`config.mk`:
```
export PLATFORM = sky130hd
export DESIGN_NAME = decoupled_access_bridge
export DESIGN_NICKNAME = d
export VERILOG_FILES = /design/src/rtl/dcb_pkg.sv /design/src/rtl/dcb_window.sv /design/src/rtl/dcb_wake.sv /design/src/rtl/dcb_seq.sv /design/src/rtl/decoupled_access_bridge.sv
export SDC_FILE = /design/constraint.sdc
export NUM_CORES = 1
export LEC_CHECK = 0
export CAP_MARGIN = 20
export CORE_AREA = 2 2 95 97
export CTS_BUF_LIST = sky130_fd_sc_hd__clkbuf_8
export CTS_CLUSTER_DIAMETER = 120
export DETAILED_ROUTE_END_ITERATION = 10
export DIE_AREA = 0 0 97 99
export PLACE_DENSITY = 0.78
export SETUP_SLACK_MARGIN = 0.4
export SYNTH_ARGS = -nofsm -noshare
export SYNTH_HDL_FRONTEND = slang
export SYNTH_SLANG_ARGS = --single-unit
```
`constraint.sdc`:
```
create_clock -name clk -period 2.1 [get_ports clk]
set_input_delay 0.315 -clock clk [delete_from_list [all_inputs] [get_ports clk]]
set_output_delay 0.315 -clock clk [all_outputs]
set_load 0.02 [all_outputs]
```
`src/rtl/dcb_pkg.sv`:
```
package dcb_pkg;

    localparam logic [11:0] ADDR_DATA = 12'hF00;
    localparam logic [11:0] ADDR_CTRL = 12'hF04;
    localparam int          NDOM      = 3;
    localparam int          BIT_GO    = 31;
    localparam int          BIT_ERR   = 30;
    localparam int          BIT_OP    = 24;

    typedef enum logic [1:0] {
        DOM_BLT = 2'd0,
        DOM_RND = 2'd1,
        DOM_MED = 2'd2,
        DOM_ALL = 2'd3
    } dom_e;

    typedef enum logic {
        OP_WR = 1'b0,
        OP_RD = 1'b1
    } op_e;

    typedef enum logic [1:0] {
        S_IDLE,
        S_WAKE,
        S_ACCESS,
        S_RELEASE
    } state_e;

    function automatic logic [NDOM-1:0] dom_mask(input dom_e d);
        logic [NDOM-1:0] m;
        unique case (d)
            DOM_BLT: m = 3'b001;
            DOM_RND: m = 3'b010;
            DOM_MED: m = 3'b100;
            DOM_ALL: m = 3'b111;
        endcase
        return m;
    endfunction

endpackage

```
`src/rtl/dcb_window.sv`:
```
module dcb_window
    import dcb_pkg::*;
#(
    parameter int TAW = 22
) (
    input  logic            clk,
    input  logic            rst_n,
    input  logic            host_wr,
    input  logic [11:0]     host_addr,
    input  logic [31:0]     host_wdata,
    output logic [31:0]     host_rdata,
    input  logic            finish,
    input  logic            cap_rd,
    input  logic [31:0]     rd_data,
    input  logic            set_err,
    output logic            launch,
    output dom_e            cmd_dom,
    output op_e             cmd_op,
    output logic [TAW-1:0]  cmd_ofs,
    output logic [31:0]     data_word
);

    localparam logic [31:0] OFS_MASK = (32'h1 << TAW) - 32'h1;
    localparam logic [31:0] WR_MASK  = OFS_MASK | 32'h3000_0000 | (32'h1 << BIT_OP);
    localparam logic [31:0] TOP_MASK = 32'hC000_0000;

    logic [31:0] ctrl_q;
    logic [31:0] data_q;
    logic        go_q;
    logic        err_q;
    logic        wr_ctrl;
    logic        wr_data;
    logic [31:0] ctrl_view;

    // host writes are accepted only while no access is pending
    assign wr_ctrl = host_wr && (host_addr == ADDR_CTRL) && !go_q;
    assign wr_data = host_wr && (host_addr == ADDR_DATA) && !go_q;
    assign launch  = wr_ctrl && host_wdata[BIT_GO];

    always_ff @(posedge clk) begin
        if (!rst_n) begin
            ctrl_q <= '0;
            data_q <= '0;
            go_q   <= 1'b0;
            err_q  <= 1'b0;
        end else begin
            if (wr_ctrl) begin
                ctrl_q <= host_wdata & WR_MASK;
            end
            if (wr_data) begin
                data_q <= host_wdata;
            end else if (cap_rd) begin
                data_q <= rd_data;
            end
            if (launch) begin
                go_q <= 1'b1;
            end else if (finish) begin
                go_q <= 1'b0;
            end
            if (set_err) begin
                err_q <= 1'b1;
            end
        end
    end

    assign cmd_dom   = dom_e'(ctrl_q[29:28]);
    assign cmd_op    = op_e'(ctrl_q[BIT_OP]);
    assign cmd_ofs   = ctrl_q[TAW-1:0];
    assign data_word = data_q;

    always_comb begin
        ctrl_view          = ctrl_q & ~TOP_MASK;
        ctrl_view[BIT_GO]  = go_q;
        ctrl_view[BIT_ERR] = err_q;
    end

    always_comb begin
        unique case (host_addr)
            ADDR_DATA: host_rdata = data_q;
            ADDR_CTRL: host_rdata = ctrl_view;
            default:   host_rdata = '0;
        endcase
    end

endmodule

```
`src/rtl/dcb_wake.sv`:
```
module dcb_wake
    import dcb_pkg::*;
#(
    parameter int WAKE_TMO = 64
) (
    input  logic            clk,
    input  logic            rst_n,
    input  logic            req_en,
    input  dom_e            dom,
    input  logic [NDOM-1:0] wake_ack,
    output logic [NDOM-1:0] wake_req,
    output logic            all_up,
    output logic            expired
);

    localparam int CW = $clog2(WAKE_TMO + 1);
    localparam logic [CW-1:0] LAST = CW'(WAKE_TMO - 1);

    logic [NDOM-1:0] mask;
    logic [CW-1:0]   cnt_q;

    assign mask     = dom_mask(dom);
    assign wake_req = req_en ? mask : '0;
    assign all_up   = &(wake_ack | ~mask);
    assign expired  = req_en && !all_up && (cnt_q == LAST);

    always_ff @(posedge clk) begin
        if (!rst_n) begin
            cnt_q <= '0;
        end else if (!req_en || all_up) begin
            cnt_q <= '0;
        end else if (cnt_q != LAST) begin
            cnt_q <= cnt_q + CW'(1);
        end
    end

endmodule

```
`src/rtl/dcb_seq.sv`:
```
module dcb_seq
    import dcb_pkg::*;
(
    input  logic clk,
    input  logic rst_n,
    input  logic launch,
    input  logic all_up,
    input  logic expired,
    input  logic tgt_ack,
    input  op_e  op,
    output logic req_en,
    output logic tgt_req,
    output logic finish,
    output logic cap_rd,
    output logic set_err
);

    state_e state_q;
    state_e state_d;

    always_ff @(posedge clk) begin
        if (!rst_n) begin
            state_q <= S_IDLE;
        end else begin
            state_q <= state_d;
        end
    end

    always_comb begin
        state_d = state_q;
        unique case (state_q)
            S_IDLE: begin
                if (launch) state_d = S_WAKE;
            end
            S_WAKE: begin
                if (all_up)       state_d = S_ACCESS;
                else if (expired) state_d = S_RELEASE;
            end
            S_ACCESS: begin
                if (tgt_ack) state_d = S_RELEASE;
            end
            S_RELEASE: begin
                state_d = S_IDLE;
            end
        endcase
    end

    always_comb begin
        req_en  = 1'b0;
        tgt_req = 1'b0;
        finish  = 1'b0;
        cap_rd  = 1'b0;
        set_err = 1'b0;
        unique case (state_q)
            S_IDLE: begin
            end
            S_WAKE: begin
                req_en  = 1'b1;
                set_err = !all_up && expired;
            end
            S_ACCESS: begin
                req_en  = 1'b1;
                tgt_req = 1'b1;
                cap_rd  = tgt_ack && (op == OP_RD);
            end
            S_RELEASE: begin
                finish = 1'b1;
            end
        endcase
    end

endmodule

```
`src/rtl/decoupled_access_bridge.sv`:
```
module decoupled_access_bridge
    import dcb_pkg::*;
#(
    parameter int TAW      = 22,
    parameter int WAKE_TMO = 64
) (
    input  logic            clk,
    input  logic            rst_n,
    input  logic            host_wr,
    input  logic [11:0]     host_addr,
    input  logic [31:0]     host_wdata,
    output logic [31:0]     host_rdata,
    output logic [2:0]      wake_req,
    input  logic [2:0]      wake_ack,
    output logic            tgt_req,
    output logic            tgt_we,
    output logic [TAW-1:0]  tgt_addr,
    output logic [31:0]     tgt_wdata,
    input  logic [31:0]     tgt_rdata,
    input  logic            tgt_ack,
    output logic            cmd_done
);

    logic           launch;
    logic           finish;
    logic           cap_rd;
    logic           set_err;
    logic           req_en;
    logic           all_up;
    logic           expired;
    dom_e           cmd_dom;
    op_e            cmd_op;
    logic [TAW-1:0] cmd_ofs;
    logic [31:0]    data_word;

    dcb_window #(.TAW(TAW)) u_window (
        .clk        (clk),
        .rst_n      (rst_n),
        .host_wr    (host_wr),
        .host_addr  (host_addr),
        .host_wdata (host_wdata),
        .host_rdata (host_rdata),
        .finish     (finish),
        .cap_rd     (cap_rd),
        .rd_data    (tgt_rdata),
        .set_err    (set_err),
        .launch     (launch),
        .cmd_dom    (cmd_dom),
        .cmd_op     (cmd_op),
        .cmd_ofs    (cmd_ofs),
        .data_word  (data_word)
    );

    dcb_wake #(.WAKE_TMO(WAKE_TMO)) u_wake (
        .clk      (clk),
        .rst_n    (rst_n),
        .req_en   (req_en),
        .dom      (cmd_dom),
        .wake_ack (wake_ack),
        .wake_req (wake_req),
        .all_up   (all_up),
        .expired  (expired)
    );

    dcb_seq u_seq (
        .clk     (clk),
        .rst_n   (rst_n),
        .launch  (launch),
        .all_up  (all_up),
        .expired (expired),
        .tgt_ack (tgt_ack),
        .op      (cmd_op),
        .req_en  (req_en),
        .tgt_req (tgt_req),
        .finish  (finish),
        .cap_rd  (cap_rd),
        .set_err (set_err)
    );

    assign tgt_we    = (cmd_op == OP_WR);
    assign tgt_addr  = cmd_ofs;
    assign tgt_wdata = data_word;
    assign cmd_done  = finish;

endmodule

```
==> results <==
==> layout by cell type (no fill, tap or decap), types with 5 or more instances in the layout <==
master	count
dfxtp_1	64
buf_8	9
buf_4	14
o211a_1	33
a22o_1	27
and2_4	6
nand2_1	80
buf_6	46
buf_16	13
clkbuf_8	11
ha_4	5
dlymetal6s2s_1	11
clkdlybuf4s50_1	114
nand2_2	10
buf_12	11
mux2i_1	34
a21boi_1	22
ha_1	5
==> cell families after synthesis <==
family	Yosys count	share of synthesized area, %
AND/OR/NAND/NOR	126	16.9
AO/OA/AOI/OAI	99	24.7
flip-flops	68	39.1
buffers and inverters	35	5.14
multiplexers	34	9.78
adder cells (fa/ha/maj)	10	3.60
XOR/XNOR	3	0.756
==> metal layers <==
layer	share of wire [%]	track usage (%)
met5	0	0
met4	2.6	11.1
met3	6.3	6.10
met2	52	52.9
met1	39	32.4
==> per-stage QoR <==
stage               power [mW]  TNS [ns]  setup WS (ns)  instances  cell area (um2)
floorplan                 1.35         0         0.0726        375             3520
global placement          1.52    -43.21         -0.832        643             5370
detailed placement        1.52    -47.10         -0.895        643             5370
CTS                       2.59     -3.28         -0.187        696             6330
global route              2.70     -3.18         -0.130        702             6570
finish                    2.61     -1.11        -0.0905        702             6570
==> power groups by stage <==
stage,clock network (mW),registers [mW],logic (mW)
3_5_place_dp,0,1.32,0.205
4_1_cts,1.10,1.29,0.205
3_3_place_gp,0,1.32,0.203
2_1_floorplan,0,1.32,0.0340
6_report,1.12,1.28,0.212
5_1_grt,1.19,1.28,0.223
==> flip-flops by register name, summed over array words and instances, names as in the netlist <==
register and flops:
u_window.go_q 1, u_window.data_word 32, u_seq.state_q 2, u_window.ctrl_q 25
u_wake.cnt_q 7, u_window.err_q 1
==> cell type report <==
type	count	area, um2	share of cell area [%]
multi-input cells	272	2110	32.1
clock inverters	5	50.0	0.761
diodes	1	2.50	0.0381
repair buffers	231	2730	41.5
clock buffers	11	151	2.30
well taps	108	135	2.06
flip-flops and latches	68	1370	20.9
inverters	6	27.5	0.419
==> worst max path at each step <==
| stage | startpoint | to |
|---|---|---|
| 2_1_floorplan | host_addr[5] | host_rdata[10] |
| 3_3_place_gp | host_addr[5] | host_rdata[19] |
| 3_5_place_dp | host_addr[5] | host_rdata[13] |
| 4_1_cts | host_addr[6] | host_rdata[18] |
| 5_1_grt | host_addr[5] | host_rdata[19] |
| 6_report | host_addr[5] | host_rdata[10] |
==> repair_timing <==
item | 4_1_cts | 5_1_grt
endpoints found under the setup margin | 105 | 113
hold buffers | 0 | 0
pin swaps | 17 | 28
gates resized for setup | 305 | 64
buffers inserted | 21 | 4
cloned | 16 | 1
==> worst max-delay path, delay by kind of cell <==
family / cells / cell delay (ns)
AND/OR/NAND/NOR: 2 / 0.75
buffers and inverters: 5 / 0.62
AO/OA/AOI/OAI: 1 / 0.18
==> metrics.cfg <==
[outcome]
status=finished, violations left
violations=negative setup slack

[grt]
grt_pass1_wl_um=21700
grt_usage_pct=28.7
grt.overflow.total=0
grt_start_max_net_pins=47
grt_pass1_vias=4028
antenna_found_initial=1

[routing]
drc=0
drt-pass1-iter-count=7
ant_nets=0
drt_iter0_markers=166
viasPerCell=5.54
drt-total-wl_um=14500
num_vias=3887
wl_per_cell_um=20.6

[logic_synthesis]
postSynthAreaPerCell_um2=9.28
yosysWarnings=0
async_flop_share_pct=0
ys_top_cells_by_area=dfxtp_1, mux2i_1, nand2_1
netlist_area_mm2=0.00348
synth_edf_count=0
synth.net_count=468
netlist-cell-type-count=38
yosys-top-cells-count=nand2_1, dfxtp_1, mux2i_1, o211a_1, a22o_1
synth_top_area_share_pct=39.1
post-synth-top-count-cell=nand2_1
yosysTopAreaCell=dfxtp_1
ys_seq_area_share_pct=39.1
ys.flop_type=dfxtp_1
syn_inst=375
ys_ff_latch=68

[worst_setup_path]
r2r_end=u_seq.state_q[0]
worstPathMaxFanout=6
required_ns=1.78
slowest_delay_ns=0.57
crit_arrival_ns=1.88
cpMaxStageDelayCell=or4_4
worstPathCellList=clkbuf_2, or4_4, nor4_4, buf_6, buf_12, buf_12, a22o_1, buf_6
end_kind=output pin
worst_setup_path_start_kind=input pin
crit_type=in -> out
ff2ff_path_depth=6
worst-r2r-setup-slack_ns=0.30
r2r_start=u_window.ctrl_q[28]

[die]
io_pins=175
die_w_um=97
dieHeight_um=99
die_area_mm2=0.00960
num_rows=34
start_util_pct=40.7
core-area_mm2=0.00855

[clock_tree]
cts_sinks=68
clock_latency_ns=0.34
cts_tree=built
cts_root_buf=clkbuf_8
numCtsBuffers=9
cts_buffer_depth=2
htreeDepth=3
clk_pin_slew_ns=0.08

[power_and_ir_drop]
clockPowerShare_pct=42.8
power_switching_mw=0.579
seq_power_share_pct=49.1
p_int_mw=2.04
combPwrFrac_pct=8.1
p_per_area_mw_per_mm2=398
switching_share_pct=22.1
leakage_nw=3.36
ir_drop_v=0.000306

[finish]
synthToLayoutAreaGrowth_pct=89.0
finalNetCount=681
drive_above_1_share_pct=27.3
postLayoutCoreUtil_pct=76.9
fill_cells=530

[sta]
period_minus_slack_ns=2.19
drv_slew=0
rsz0062_at_grt=true
finClkSkew_ns=0.00788
maxSlewHeadroom_pct=65.3
fmax_mhz=457
whs_ns=0.380
timing.final.crit_share_pct=104
worst_slack_ns=-0.0905
finalSetupViolations=28
tightest_slew_ns=0.516
finalHoldViolCount=0

[worst_hold_path]
worstHoldStart=rst_n
min_path_type=in -> reg
min_to=u_window.data_word[28]
holdPathStages=2

[job]
maxCapViolations=0

[placement]
port_buffers=174
gp_congestion=0.793
hpwlAfterDp_um=7900

Power figures use the tool's default switching activity.
